### src/rtl/idc_pkg.sv
package idc_pkg;

    // Status word layout
    localparam int LVL_W   = 4;   // interrupt-level field is status[LVL_W-1:0]
    localparam int ST_EXCM = 4;   // exception-mode bit
    localparam int ST_USER = 5;   // user-mode bit

    // Cause code written for a level-1 entry
    localparam int LVL1_CAUSE = 4;

    // Vector offsets from the vector base
    localparam logic [31:0] OFF_KERNEL = 32'h0000_0300;
    localparam logic [31:0] OFF_USER   = 32'h0000_0340;
    localparam logic [31:0] OFF_DOUBLE = 32'h0000_03C0;
    localparam logic [31:0] OFF_LEVEL0 = 32'h0000_0180;   // level 2
    localparam logic [31:0] OFF_STEP   = 32'h0000_0040;   // per level above 2

    typedef enum logic [1:0] {
        K_LEVEL  = 2'd0,
        K_KERNEL = 2'd1,
        K_USER   = 2'd2,
        K_DOUBLE = 2'd3
    } entry_kind_e;

    function automatic logic [31:0] level_offset(int unsigned lvl);
        return OFF_LEVEL0 + (32'(lvl) - 32'd2) * OFF_STEP;
    endfunction

endpackage

### src/rtl/idc_accept.sv
module idc_accept
    import idc_pkg::*;
#(
    parameter int NUM_LEVELS = 6,
    parameter int NUM_IRQ    = 32
) (
    input  logic [LVL_W-1:0]              level_i,
    input  logic [LVL_W-1:0]              cur_level_i,
    input  logic [NUM_IRQ-1:0]            pending_i,
    input  logic [NUM_IRQ-1:0]            enable_i,
    input  logic [NUM_LEVELS*NUM_IRQ-1:0] masks_i,
    output logic                          accept_o
);

    localparam logic [LVL_W-1:0] MAX_LVL = LVL_W'(NUM_LEVELS);

    logic [NUM_LEVELS:0] hit;
    logic                in_range;
    logic                sel_hit;

    assign hit[0] = 1'b0;

    // One live-source detector per level
    for (genvar l = 1; l <= NUM_LEVELS; l++) begin : g_hit
        assign hit[l] = |(masks_i[(l-1)*NUM_IRQ +: NUM_IRQ] & pending_i & enable_i);
    end

    always_comb begin
        in_range = (level_i > cur_level_i) && (level_i <= MAX_LVL);
        sel_hit  = 1'b0;
        for (int l = 1; l <= NUM_LEVELS; l++) begin
            if (level_i == LVL_W'(l)) begin
                sel_hit = hit[l];
            end
        end
        accept_o = in_range && sel_hit;
    end

endmodule

### src/rtl/idc_vector.sv
module idc_vector
    import idc_pkg::*;
#(
    parameter int               NUM_LEVELS  = 6,
    parameter int               XLEN        = 32,
    parameter bit               RELOCATE    = 1'b1,
    parameter logic [XLEN-1:0]  DEF_VECBASE = XLEN'(32'hD000_0000)
) (
    input  logic [XLEN-1:0]            vecbase_i,
    output logic [XLEN-1:0]            kernel_vec_o,
    output logic [XLEN-1:0]            user_vec_o,
    output logic [XLEN-1:0]            double_vec_o,
    output logic [NUM_LEVELS*XLEN-1:0] level_vec_o
);

    logic [XLEN-1:0] base;

    // Default vector minus default base plus register collapses to register + offset
    if (RELOCATE) begin : g_reloc
        assign base = vecbase_i;
    end else begin : g_fixed
        logic [XLEN-1:0] unused_vb;
        assign unused_vb = vecbase_i;
        assign base      = DEF_VECBASE;
    end

    assign kernel_vec_o = base + XLEN'(OFF_KERNEL);
    assign user_vec_o   = base + XLEN'(OFF_USER);
    assign double_vec_o = base + XLEN'(OFF_DOUBLE);

    // Slot 0 (level 1) is never used as a direct vector
    assign level_vec_o[XLEN-1:0] = '0;
    for (genvar l = 2; l <= NUM_LEVELS; l++) begin : g_lvec
        assign level_vec_o[(l-1)*XLEN +: XLEN] = base + XLEN'(level_offset(l));
    end

endmodule

### src/rtl/idc_entry.sv
module idc_entry
    import idc_pkg::*;
#(
    parameter int NUM_LEVELS = 6,
    parameter int XLEN       = 32,
    parameter bit HAS_DEPC   = 1'b1
) (
    input  logic                       accept_i,
    input  logic [LVL_W-1:0]           level_i,
    input  logic [XLEN-1:0]            status_i,
    input  logic [XLEN-1:0]            kernel_vec_i,
    input  logic [XLEN-1:0]            user_vec_i,
    input  logic [XLEN-1:0]            double_vec_i,
    input  logic [NUM_LEVELS*XLEN-1:0] level_vec_i,
    output entry_kind_e                kind_o,
    output logic [XLEN-1:0]            target_o,
    output logic [NUM_LEVELS-1:0]      epc_we_o,
    output logic [NUM_LEVELS-1:0]      eps_we_o,
    output logic                       depc_we_o,
    output logic                       status_we_o,
    output logic [XLEN-1:0]            status_new_o,
    output logic                       cause_we_o
);

    always_comb begin
        kind_o       = K_LEVEL;
        target_o     = '0;
        epc_we_o     = '0;
        eps_we_o     = '0;
        depc_we_o    = 1'b0;
        status_we_o  = 1'b0;
        status_new_o = '0;
        cause_we_o   = 1'b0;

        if (accept_i) begin
            status_we_o  = 1'b1;
            status_new_o = status_i;
            if (level_i > LVL_W'(1)) begin
                // Vectored level: per-level save slots and vector
                for (int l = 2; l <= NUM_LEVELS; l++) begin
                    if (level_i == LVL_W'(l)) begin
                        epc_we_o[l-1] = 1'b1;
                        eps_we_o[l-1] = 1'b1;
                        target_o      = level_vec_i[(l-1)*XLEN +: XLEN];
                    end
                end
                status_new_o[LVL_W-1:0] = level_i;
                status_new_o[ST_EXCM]   = 1'b1;
                kind_o                  = K_LEVEL;
            end else begin
                // Level 1 becomes an exception with a fixed cause
                cause_we_o = 1'b1;
                if (status_i[ST_EXCM]) begin
                    kind_o   = K_DOUBLE;
                    target_o = double_vec_i;
                    if (HAS_DEPC) begin
                        depc_we_o = 1'b1;
                    end else begin
                        epc_we_o[0] = 1'b1;
                    end
                end else begin
                    epc_we_o[0] = 1'b1;
                    if (status_i[ST_USER]) begin
                        kind_o   = K_USER;
                        target_o = user_vec_i;
                    end else begin
                        kind_o   = K_KERNEL;
                        target_o = kernel_vec_i;
                    end
                end
                // Exception mode is raised only after the kind was chosen
                status_new_o[ST_EXCM] = 1'b1;
            end
        end
    end

endmodule

### src/rtl/idc_dispatch.sv
module idc_dispatch
    import idc_pkg::*;
#(
    parameter int               NUM_LEVELS  = 6,
    parameter int               NUM_IRQ     = 32,
    parameter int               XLEN        = 32,
    parameter int               CAUSE_W     = 6,
    parameter bit               HAS_DEPC    = 1'b1,
    parameter bit               RELOCATE    = 1'b1,
    parameter logic [XLEN-1:0]  DEF_VECBASE = XLEN'(32'hD000_0000)
) (
    input  logic                          clk,
    input  logic                          rst_n,
    input  logic                          eval_i,
    input  logic [3:0]                    pend_level_i,
    input  logic [NUM_IRQ-1:0]            pending_i,
    input  logic [NUM_IRQ-1:0]            enable_i,
    input  logic [NUM_LEVELS*NUM_IRQ-1:0] level_masks_i,
    input  logic [XLEN-1:0]               pc_i,
    input  logic [XLEN-1:0]               status_i,
    input  logic [XLEN-1:0]               vecbase_i,
    output logic                          take_o,
    output logic [1:0]                    kind_o,
    output logic [XLEN-1:0]               target_o,
    output logic [NUM_LEVELS-1:0]         epc_we_o,
    output logic [NUM_LEVELS-1:0]         eps_we_o,
    output logic                          depc_we_o,
    output logic [XLEN-1:0]               saved_pc_o,
    output logic [XLEN-1:0]               saved_status_o,
    output logic                          status_we_o,
    output logic [XLEN-1:0]               status_wdata_o,
    output logic                          cause_we_o,
    output logic [CAUSE_W-1:0]            cause_wdata_o
);

    typedef struct packed {
        logic                  take;
        entry_kind_e           kind;
        logic [XLEN-1:0]       target;
        logic [NUM_LEVELS-1:0] epc_we;
        logic [NUM_LEVELS-1:0] eps_we;
        logic                  depc_we;
        logic [XLEN-1:0]       saved_pc;
        logic [XLEN-1:0]       saved_status;
        logic                  status_we;
        logic [XLEN-1:0]       status_wdata;
        logic                  cause_we;
        logic [CAUSE_W-1:0]    cause_wdata;
    } upd_t;

    upd_t out_d, out_q;

    logic                       accept;
    logic [XLEN-1:0]            kvec, uvec, dvec;
    logic [NUM_LEVELS*XLEN-1:0] lvec;
    entry_kind_e                e_kind;
    logic [XLEN-1:0]            e_target;
    logic [NUM_LEVELS-1:0]      e_epc_we, e_eps_we;
    logic                       e_depc_we, e_st_we, e_cause_we;
    logic [XLEN-1:0]            e_st_new;

    idc_accept #(
        .NUM_LEVELS (NUM_LEVELS),
        .NUM_IRQ    (NUM_IRQ)
    ) i_accept (
        .level_i     (pend_level_i),
        .cur_level_i (status_i[LVL_W-1:0]),
        .pending_i   (pending_i),
        .enable_i    (enable_i),
        .masks_i     (level_masks_i),
        .accept_o    (accept)
    );

    idc_vector #(
        .NUM_LEVELS  (NUM_LEVELS),
        .XLEN        (XLEN),
        .RELOCATE    (RELOCATE),
        .DEF_VECBASE (DEF_VECBASE)
    ) i_vector (
        .vecbase_i    (vecbase_i),
        .kernel_vec_o (kvec),
        .user_vec_o   (uvec),
        .double_vec_o (dvec),
        .level_vec_o  (lvec)
    );

    idc_entry #(
        .NUM_LEVELS (NUM_LEVELS),
        .XLEN       (XLEN),
        .HAS_DEPC   (HAS_DEPC)
    ) i_entry (
        .accept_i     (eval_i && accept),
        .level_i      (pend_level_i),
        .status_i     (status_i),
        .kernel_vec_i (kvec),
        .user_vec_i   (uvec),
        .double_vec_i (dvec),
        .level_vec_i  (lvec),
        .kind_o       (e_kind),
        .target_o     (e_target),
        .epc_we_o     (e_epc_we),
        .eps_we_o     (e_eps_we),
        .depc_we_o    (e_depc_we),
        .status_we_o  (e_st_we),
        .status_new_o (e_st_new),
        .cause_we_o   (e_cause_we)
    );

    always_comb begin
        out_d = '0;
        if (eval_i && accept) begin
            out_d.take         = 1'b1;
            out_d.kind         = e_kind;
            out_d.target       = e_target;
            out_d.epc_we       = e_epc_we;
            out_d.eps_we       = e_eps_we;
            out_d.depc_we      = e_depc_we;
            out_d.saved_pc     = pc_i;
            out_d.saved_status = status_i;
            out_d.status_we    = e_st_we;
            out_d.status_wdata = e_st_new;
            out_d.cause_we     = e_cause_we;
            out_d.cause_wdata  = e_cause_we ? CAUSE_W'(LVL1_CAUSE) : '0;
        end
    end

    always_ff @(posedge clk or negedge rst_n) begin
        if (!rst_n) begin
            out_q <= '0;
        end else begin
            out_q <= out_d;
        end
    end

    assign take_o         = out_q.take;
    assign kind_o         = out_q.kind;
    assign target_o       = out_q.target;
    assign epc_we_o       = out_q.epc_we;
    assign eps_we_o       = out_q.eps_we;
    assign depc_we_o      = out_q.depc_we;
    assign saved_pc_o     = out_q.saved_pc;
    assign saved_status_o = out_q.saved_status;
    assign status_we_o    = out_q.status_we;
    assign status_wdata_o = out_q.status_wdata;
    assign cause_we_o     = out_q.cause_we;
    assign cause_wdata_o  = out_q.cause_wdata;

endmodule

### config.mk
export PLATFORM = sky130hd
export DESIGN_NAME = idc_dispatch
export DESIGN_NICKNAME = d
export VERILOG_FILES = /design/src/rtl/idc_pkg.sv /design/src/rtl/idc_accept.sv /design/src/rtl/idc_vector.sv /design/src/rtl/idc_entry.sv /design/src/rtl/idc_dispatch.sv
export SDC_FILE = /design/constraint.sdc
export NUM_CORES = 1
export LEC_CHECK = 0
export BUFFER_PORTS_ARGS = -buffer_cell sky130_fd_sc_hd__buf_2
export CORE_AREA = 2 2 197 199
export DETAILED_ROUTE_END_ITERATION = 12
export DIE_AREA = 0 0 199 201
export SETUP_SLACK_MARGIN = 0.3
export SLEW_MARGIN = 10
export SYNTH_ARGS = -nofsm -noshare
export SYNTH_HDL_FRONTEND = slang
export SYNTH_SLANG_ARGS = --single-unit
### constraint.sdc
create_clock -name clk -period 0.8 [get_ports clk]
set_input_delay 0.12 -clock clk [delete_from_list [all_inputs] [get_ports clk]]
set_output_delay 0.12 -clock clk [all_outputs]
set_load 0.01 [all_outputs]
==> out/qor.txt, run 1 <==
Status -> finished, violations left
Violated checks -> hold timing, setup timing
GP Congestion -> 1.01
DP Worst Slack -> -2.16 ns
Asr flop ratio synth -> 1.00
Share of cells above drive strength 1 -> 0.569
Element type at the critical path end -> register
Routed Antenna Nets -> 0
Syn Inst Count -> 1,104
Grt ovf -> 0
Worst-path clk slew -> 0.07 ns
Initial antenna violation count -> 10
Nets -> 2,241
Peak supply drop -> 1.14 mV
Design Area, Final -> 0.0162 mm^2
Via/cell ratio -> 5.21
Critical Path RT -> 1.06 ns
Hpwl dp -> 46,800 um
Cell Area, Synth -> 0.00880 mm^2
CTS tree -> yes
CTS HTree Levels -> 3
Post-route setup slack -> -1.04 ns
DRT Pass-1 Iters -> 5
# setup viols final -> 257
Routed wire per std cell -> 23.6 um
Post-synth EDFFs -> 0
Library cells used by synthesis -> 83
Vias in the first global route -> 12,343
Syn avg cell area -> 7.97 um^2
Final Cycle Share -> 2.31
HP Class -> input pin to async pin
Crit path time final -> 1.84 ns
# fillers -> 3,867
Die area -> 0.0400 mm^2
First DRT Iteration DRCs -> 853
Pwr Total -> 16.9 mW
Routed WL -> 56,700 um
TritonCTS Sinks -> 111
DP Area -> 0.0138 mm^2
IO buf count -> 504
Row count -> 72
I/O Pins -> 511
Vias -> 12,483
Critical path class -> input pin to register
Total track usage -> 0.272
Clock root buffer -> clkbuf_16
Number of synthesis warnings -> 0
Leak -> 7.90 nW
Largest net degree at the start of global routing -> 46
Initial Utilization -> 0.231
Clock buffer depth -> 2
Max-slew violations -> 0
Final hold vios -> 163
Main synth FF type -> dfrtp_1
Global-route wire length before repair -> 79,500 um
DRC viols -> 0
Synth Register Bits -> 111
Area Growth Syn to Fin -> 84.5%
Reg area -> 0.00278 mm^2
Hold WS -> -0.423 ns
Die Span X -> 199 um
Cts bufs inserted -> 9
RSZ-0062 raised after global routing -> true
Sequential area share after synthesis -> 0.316
Setup crit start kind -> input pin
Worst EP arrival -> 2.10 ns
Power per cell area -> 1040 mW/mm^2
Peak Freq -> 542 MHz
Total of max-cap violations -> 0
Chip Height -> 201 um
Worst Path Max Fanout -> 6
Multi-input logic area -> 0.00637 mm^2
Core area -> 0.0381 mm^2
==> worst max-delay path by stage <==
stage / slack [ns] / endpoint / depth (start not counted) / start
3_3_place_gp: -2.13 / target_o[28] / 9 / enable_i[31]
5_1_grt: -1.09 / status_wdata_o[14] / 13 / pend_level_i[3]
3_5_place_dp: -2.16 / target_o[6] / 9 / enable_i[31]
2_1_floorplan: -1.09 / target_o[31] / 9 / vecbase_i[27]
4_1_cts: -1.0 / status_wdata_o[5] / 12 / enable_i[22]
6_report: -1.04 / status_wdata_o[14] / 12 / enable_i[5]
==> critical path, cell delays in order <==
cell and delay, ns:
buf_8 0.10, buf_4 0.13, nand3_4 0.07, nand4_1 0.12
or4_4 0.59, nor3_4 0.13, a211o_1 0.22, nor3_4 0.07
buf_6 0.14, buf_8 0.13, buf_12 0.13, and2_4 0.15
==> flip-flops by register name, summed over array words and instances, names as in the netlist <==
signal	count
saved_pc_o	32
target_o	32
status_wdata_o	31
epc_we_o	6
saved_status_o	6
kind_o	2
cause_we_o	1
depc_we_o	1
==> what timing repair did <==
action,CTS,global route
resized for setup,197,131
hold endpoints to repair,171,167
endpoints found under the setup margin,257,257
setup buffers,44,22
pin swaps,53,41
gates cloned,2,1
==> layout by cell type (no fill, tap or decap), types with 7 or more instances in the layout <==
master       n
buf_2      439
buf_4      298
nand3_1    188
dfrtp_1    109
buf_6       91
nand4_1     63
nand2_1     54
nor2_1      51
a21oi_1     45
and2_1      38
and2_4      35
xnor2_1     28
o21ai_0     27
nand3_2     19
o22ai_1     18
xor2_1      17
nor3_1      17
nor4_2      15
buf_12      15
a31oi_1     13
and3_1      11
inv_1       10
nor2_2      10
clkbuf_16   10
diode_2      9
o21a_1       8
buf_8        8
o21ai_1      7
o221ai_1     7
ha_4         7
==> cells in the mapped netlist (all sizes together), types with 4 or more instances <==
cell type  count  share of area
a211oi         6         0.0051
a21boi         8         0.0068
a21o           4         0.0034
a21oi         51          0.029
a221oi         7         0.0070
a22oi          5         0.0043
a311oi         5         0.0050
a31oi         17          0.012
and2          74          0.053
and3          14          0.010
buf           83          0.062
clkbuf        30          0.013
dfrtp        111           0.32
ha            17          0.024
inv           16         0.0068
nand2         60          0.026
nand3        213           0.12
nand4         67          0.052
nor2          67          0.029
nor2b          6         0.0043
nor3          25          0.018
nor3b          6         0.0063
nor4          25          0.021
o211ai         6         0.0051
o21a           9         0.0077
o21ai         34          0.019
o221ai         8         0.0080
o22ai         19          0.014
o311a          4         0.0045
o32ai          4         0.0040
or3            4         0.0028
or4            4         0.0034
xnor2         28          0.028
xor2          17          0.017
==> per-layer routing <==
layer,track usage,vias up,share of wire,wire [um]
met5,0,-,0.00048,27
met4,0.150,4,0.064,3600
met3,0.0386,169,0.065,3700
met2,0.499,728,0.51,28800
met1,0.298,5968,0.36,20500
li1,-,5614,-,-
==> logic make-up (layout without fill, tap and decap cells) <==
family / count (synthesis) / count (layout) / synth area share
simple gates: 582 / 582 / 0.364
compound gates: 216 / 216 / 0.166
buf+inv: 129 / 890 / 0.0817
flops: 111 / 111 / 0.316
xor+xnor: 45 / 45 / 0.0448
fa+ha+maj: 17 / 17 / 0.0242
mux: 3 / 3 / 0.00341
other cells: 1 / 15 / 0.000426
==> area by class of cell <==
| cell class | count | share of cell area |
|---|---|---|
| inverter | 16 | 0.00439 |
| antenna | 9 | 0.00139 |
| multi-input combinational | 869 | 0.392 |
| clock buffer | 10 | 0.0147 |
| tap | 518 | 0.0399 |
| timing repair buffer | 858 | 0.370 |
| sequential | 111 | 0.171 |
| clock inverter | 6 | 0.00609 |
==> power by group <==
group	internal [mW]	switching, mW	leakage [nW]
combinational	2.85	3.18	6.19
sequential	5.68	0.0382	1.54
clock	2.89	2.26	0.163
total	11.4	5.49	7.90
==> metrics by stage <==
step	std cells	utilization	hold slack [ns]	setup TNS (ns)
after floorplan	1109	-	-0.176	-97.37
after global placement	2303	0.363	-0.0404	-214.68
after detailed placement	2303	0.363	-0.0397	-215.26
after CTS	2365	0.406	-0.432	-133.68
after global routing	2395	0.426	-0.429	-146.04
final	2397	0.426	-0.423	-136.12
(Power assumes the default switching activity.)
==> run 2: changes to the inputs <==
--- a/config.mk
+++ b/config.mk
@@ -5,10 +5,11 @@
 export SDC_FILE = /design/constraint.sdc
 export NUM_CORES = 1
 export LEC_CHECK = 0
+export ABC_AREA = 1
 export BUFFER_PORTS_ARGS = -buffer_cell sky130_fd_sc_hd__buf_2
-export CORE_AREA = 2 2 197 199
+export CORE_AREA = 2 2 198 200
 export DETAILED_ROUTE_END_ITERATION = 12
-export DIE_AREA = 0 0 199 201
+export DIE_AREA = 0 0 200 202
 export SETUP_SLACK_MARGIN = 0.3
 export SLEW_MARGIN = 10
 export SYNTH_ARGS = -nofsm -noshare
==> run 2 against run 1 <==
Net effect:
- routed wire length fell by 9.3%
- worst hold slack better by 0.035 ns
- via count grew 4.3%
- largest power group is now registers
- area after synthesis rose by 7.2%
- the run still ends with hold timing, setup timing left
- highest routed layer unchanged
- clock power shrank 2%
- first-iteration DRC count is 25% lower
- final area hardly changed
- maximum frequency increased by 20%
==> out/qor.txt, run 2 <==
Status -> finished, violations left
Violated checks -> hold timing, setup timing
Vias -> 13,020
HP Class -> input pin to async pin
Max stage delay cell, worst path -> clkbuf_16
Row count -> 72
Routed Antenna Nets -> 0
Hpwl dp -> 42,500 um
Final hold vios -> 158
Leak -> 9.06 nW
TritonCTS Sinks -> 111
Max-slew violations -> 0
Library cells used by synthesis -> 41
Nets -> 2,682
Yosys top cell area share -> 0.295
WP buf/inv -> 5
Via/cell ratio -> 4.60
Sw power -> 5.34 mW
First DRT Iteration DRCs -> 639
Critical Path RT -> 1.05 ns
Crit path time final -> 1.53 ns
DRT Pass-1 Iters -> 7
Non-Filler Instances -> 2,831
I/O Pins -> 511
Peak supply drop -> 1.05 mV
Asr flop ratio synth -> 1.00
Worst path cell trace -> buf_6 > nand2_4 > clkinvlp_4 > buf_12 > buf_6 > nand2_4 > nand3_2 > nor2_1 > nand2_1 > nor2_1 > nand2_1 > nand2_2 > nand2_8 > nand2_8 > clkbuf_16 > nor3_2
Worst Path Max Fanout -> 8
Total track usage -> 0.245
Seq pwr share -> 0.352
Hold WS -> -0.387 ns
Delay of the slowest critical-path stage -> 0.21 ns
Post-route setup slack -> -0.731 ns
Power share of the clock group -> 0.311
Sequential area share after synthesis -> 0.295
Core area -> 0.0383 mm^2
Die area -> 0.0404 mm^2
Synth top cells by count -> 537 x nand2_1, 223 x nor2_1, 202 x inv_1
Cell family with most CP delay -> simple AND/OR/NAND/NOR gates
Global-route wire length before repair -> 74,200 um
Worst-path clk slew -> 0.07 ns
Initial antenna violation count -> 3
Logic pwr share -> 0.337
Area Growth Syn to Fin -> 72.3%
Number of synthesis warnings -> 0
Setup crit start kind -> input pin
Most frequent cells in the layout -> 486 x nand2_1, 446 x buf_2, 252 x buf_4, 166 x nor2_1, 162 x inv_1
Most common cell after layout, fill and taps aside -> nand2_1
Largest net degree at the start of global routing -> 28
Grt ovf -> 0
Critical path class -> input pin to register
Main synth FF type -> dfrtp_1
Die Span X -> 200 um
Vias in the first global route -> 12,904
Element type at the critical path end -> register
Cell internal pwr -> 10.9 mW
Peak Freq -> 653 MHz
Post-synth EDFFs -> 0
# setup viols final -> 257
Share of cells above drive strength 1 -> 0.444
CTS HTree Levels -> 3
Chip Height -> 202 um
RSZ-0062 raised after global routing -> true
Synth Register Bits -> 111
Post-Place Cells -> 2,786
Routed WL -> 51,400 um
Syn Inst Count -> 1,585
Power per cell area -> 999 mW/mm^2
Count leader, synth -> nand2_1
Pwr Total -> 16.2 mW
CTS tree -> yes
Routed wire per std cell -> 18.2 um
Cell Area, Synth -> 0.00943 mm^2
IO buf count -> 504
Post-synth top area cell -> dfrtp_1
GP Congestion -> 1.01
Clock root buffer -> clkbuf_16
Initial Utilization -> 0.246
Syn avg cell area -> 5.95 um^2
Final Cycle Share -> 1.91
Sw Ratio -> 0.329
Total of max-cap violations -> 0
Cts bufs inserted -> 9
Area contributors post-synth -> dfrtp_1 29%, nand2_1 21%, nor2_1 8.9%, inv_1 8.0%, nand3_1 6.1%
Worst EP arrival -> 1.78 ns
Clock buffer depth -> 2
DRC viols -> 0
## run 2: cell type report
class | count | area (um^2)
fillers | 4052 | 22000
diodes | 2 | 5.00
clock buffers | 11 | 233
multi-input cells | 1182 | 6270
flip-flops and latches | 111 | 2780
repair buffers | 792 | 5380
clock inverters | 5 | 90.1
inverters | 210 | 851
well taps | 518 | 648
## run 2: stage by stage
step	TNS [ns]	area (um^2)	worst slack (ns)	util	hold slack [ns]
after floorplan	-73.40	10100	-0.708	-	-0.176
after global placement	-143.06	14600	-1.35	0.381	0.00441
after detailed placement	-141.41	14600	-1.35	0.381	-0.00554
after CTS	-112.10	15400	-0.744	0.403	-0.405
after global routing	-123.54	16200	-0.836	0.424	-0.403
final	-107.01	16300	-0.731	0.424	-0.387
## run 2: power groups by stage
stage          logic (mW)  clock network, mW  registers [mW]
2_1_floorplan        2.09                  0            5.85
3_3_place_gp         4.89                  0            5.81
3_5_place_dp         4.89                  0            5.81
4_1_cts              5.11               5.24            5.71
5_1_grt              5.97               5.43            5.72
6_report             5.47               5.05            5.71
## run 2: cells by family (layout without fill, tap and decap cells)
family / Yosys count / count (layout) / share of synthesized area
XOR/XNOR: 27 / 27 / 0.0251
other: 1 / 8 / 0.000398
buffers and inverters: 298 / 1018 / 0.141
adder cells (fa/ha/maj): 17 / 17 / 0.0226
AO/OA/AOI/OAI: 200 / 200 / 0.116
flip-flops: 111 / 111 / 0.295
AND/OR/NAND/NOR: 931 / 932 / 0.401
## run 2: worst max path at each step
stage | from | to | slack, ns | cells past startpoint
after floorplan | vecbase_i[8] | target_o[19] | -0.71 | 12
after global placement | pending_i[2] | status_wdata_o[3] | -1.35 | 16
after detailed placement | pending_i[2] | saved_pc_o[24] | -1.35 | 16
after CTS | pending_i[21] | epc_we_o[5] | -0.74 | 17
after global routing | status_i[1] | epc_we_o[0] | -0.84 | 13
final | enable_i[21] | target_o[14] | -0.73 | 16
## run 2: layer usage
layer,part of all wire,global-route usage,vias to the layer above
met1,0.41,0.292,5985
met2,0.50,0.440,563
li1,-,-,6373
met5,0.00025,0,-
met3,0.056,0.0320,97
met4,0.040,0.0968,2
## run 2: repair_timing
| action | 4_1_cts | 5_1_grt |
|---|---|---|
| endpoints found under the hold margin | 175 | 160 |
| buffers inserted | 6 | 16 |
| pin swaps | 29 | 41 |
| setup endpoints to repair | 257 | 257 |
| gates cloned | 2 | 3 |
| gates resized for setup | 115 | 169 |
==> run 3: changes to the inputs <==
--- a/config.mk
+++ b/config.mk
@@ -7,11 +7,12 @@
 export LEC_CHECK = 0
 export ABC_AREA = 1
 export BUFFER_PORTS_ARGS = -buffer_cell sky130_fd_sc_hd__buf_2
-export CORE_AREA = 2 2 198 200
+export CORE_AREA = 2 2 200 202
 export DETAILED_ROUTE_END_ITERATION = 12
-export DIE_AREA = 0 0 200 202
+export DIE_AREA = 0 0 202 204
 export SETUP_SLACK_MARGIN = 0.3
 export SLEW_MARGIN = 10
 export SYNTH_ARGS = -nofsm -noshare
 export SYNTH_HDL_FRONTEND = slang
+export SYNTH_HIERARCHICAL = 1
 export SYNTH_SLANG_ARGS = --single-unit
==> constraint.sdc (replaced) <==
create_clock -name clk -period 1.89 [get_ports clk]
set_input_delay 0.2835 -clock clk [delete_from_list [all_inputs] [get_ports clk]]
set_output_delay 0.2835 -clock clk [all_outputs]
set_load 0.01 [all_outputs]
==> run 3 against run 2 <==
Net effect:
- the run now ends clean
- sequential power down 45%
- first-iteration DRC count is 130% higher
- area after synthesis grew 52%
- die area increased by 2.0%
- non-clock buffer count rose by 29
- critical endpoint is now epc_we_o[5]
- largest power group is now the clock network
- highest routed layer is now met4
==> out/qor.txt, run 3 <==
# setup viols final -> 0
Syn avg cell area -> 6.07 um^2
Delay of the slowest critical-path stage -> 0.23 ns
WP buf/inv -> 6
Most used cell, CP -> nand2_2
Non-Filler Instances -> 3,577
Via/cell ratio -> 4.90
Peak Freq -> 544 MHz
Status -> completed
Critical Path RT -> 2.22 ns
Total of max-cap violations -> 0
Peak supply drop -> 0.504 mV
Most frequent cells in the layout -> 635 x nand2_1, 474 x buf_2, 317 x inv_1, 262 x buf_4, 219 x nand3_1
Max stage delay cell, worst path -> nor4_4
Max-slew violations -> 0
Die area -> 0.0412 mm^2
RSZ-0062 raised after global routing -> true
Vias in the first global route -> 16,719
Total track usage -> 0.322
Initial antenna violation count -> 17
Clock root buffer -> clkbuf_16
Worst path cell trace -> buf_2 > nand2_2 > inv_4 > buf_4 > nand2_2 > nand3_4 > nor4_4 > nand3_1 > nand2_1 > nand2_1 > nand2_2 > a21oi_4 > nand2_4 > buf_6 > buf_12 > clkbuf_16 > nor2_2
Cell Area, Synth -> 0.0143 mm^2
Post-Place Cells -> 3,493
Most common cell after layout, fill and taps aside -> nand2_1
Cts bufs inserted -> 17
Die Span X -> 202 um
First DRT Iteration DRCs -> 1,486
# fillers -> 3,843
Chip Height -> 204 um
Design Area, Final -> 0.0218 mm^2
Routed wire per std cell -> 19.9 um
HP Class -> input pin to register
DP Area -> 0.0188 mm^2
CTS tree -> yes
IO buf count -> 505
Post-route setup slack -> 0.0525 ns
Row count -> 73
Setup crit start kind -> input pin
Cell family with most CP delay -> simple AND/OR/NAND/NOR gates
DRT Pass-1 Iters -> 5
Core area -> 0.0392 mm^2
CP startpoint -> pending_i[13]
TNS Setup -> 0 ns
Vias -> 17,518
Global-route wire length before repair -> 99,300 um
DRC viols -> 0
Critical path class -> input pin to register
Clock buffer depth -> 2
Nets -> 3,410
Syn Inst Count -> 2,354
Initial Utilization -> 0.365
Largest net degree at the start of global routing -> 57
Pwr Total -> 9.94 mW
Routed WL -> 71,100 um
Min-Delay Startpoint -> pc_i[19]
I/O Pins -> 511
Hold path endpoint -> saved_pc_o[19]
Hold WS -> 0.0439 ns
Number of synthesis warnings -> 6
Util after Layout -> 0.556
Hpwl dp -> 55,400 um
Routed Antenna Nets -> 0
Leak -> 12.2 nW
Hold path depth -> 3
Grt ovf -> 0
DP Worst Slack -> -0.678 ns
Worst EP arrival -> 2.17 ns
Crit path time final -> 1.84 ns
Worst-path clk slew -> 0.07 ns
GP Congestion -> 1.01
Share of cells above drive strength 1 -> 0.426
Final Cycle Share -> 0.972
Final hold vios -> 0
CTS HTree Levels -> 4
Worst Path Max Fanout -> 8
Element type at the critical path end -> register
Area Growth Syn to Fin -> 52.4%
TritonCTS Sinks -> 146
Power per cell area -> 456 mW/mm^2
==> run 3: layout make-up <==
cell class | instances | area [um^2] | area share
repair inverters | 1 | 20.0 | 0.000919
multi-input cells | 1642 | 9410 | 0.432
repair buffers | 821 | 5820 | 0.267
inverters | 403 | 1600 | 0.0736
flip-flops and latches | 146 | 3650 | 0.168
clock buffers | 18 | 439 | 0.0202
diodes | 7 | 17.5 | 0.000804
well taps | 525 | 657 | 0.0301
clock inverters | 14 | 169 | 0.00775
==> run 3: worst max-delay path by stage <==
stage	cells after the start	slack, ns	to
after floorplan	24	-0.30	eps_we_o[1]
after global placement	19	-0.73	target_o[20]
after detailed placement	19	-0.68	target_o[9]
after CTS	15	0.11	target_o[16]
after global routing	22	-0.08	eps_we_o[2]
final	17	0.05	epc_we_o[5]
==> run 3: timing repair <==
item | in CTS | in global routing
hold buffers | 1 | 0
pin swaps | 19 | 75
cloned | 1 | 18
hold endpoints to repair | 146 | 0
buffers inserted | 12 | 13
gates resized for setup | 115 | 387
endpoints found under the setup margin | 145 | 145
==> run 3: power breakdown <==
group	switching [mW]	internal, mW
clock network	1.63	2.03
registers	0.00504	3.14
logic	1.82	1.32
total	3.45	6.49
==> run 3: routing by layer <==
metal,vias to the layer above,routed length [um],global-route usage
met5,-,0,0
met4,0,3360,0.147
met3,152,5010,0.0504
met2,832,34400,0.558
met1,8149,28300,0.393
li1,8385,-,-
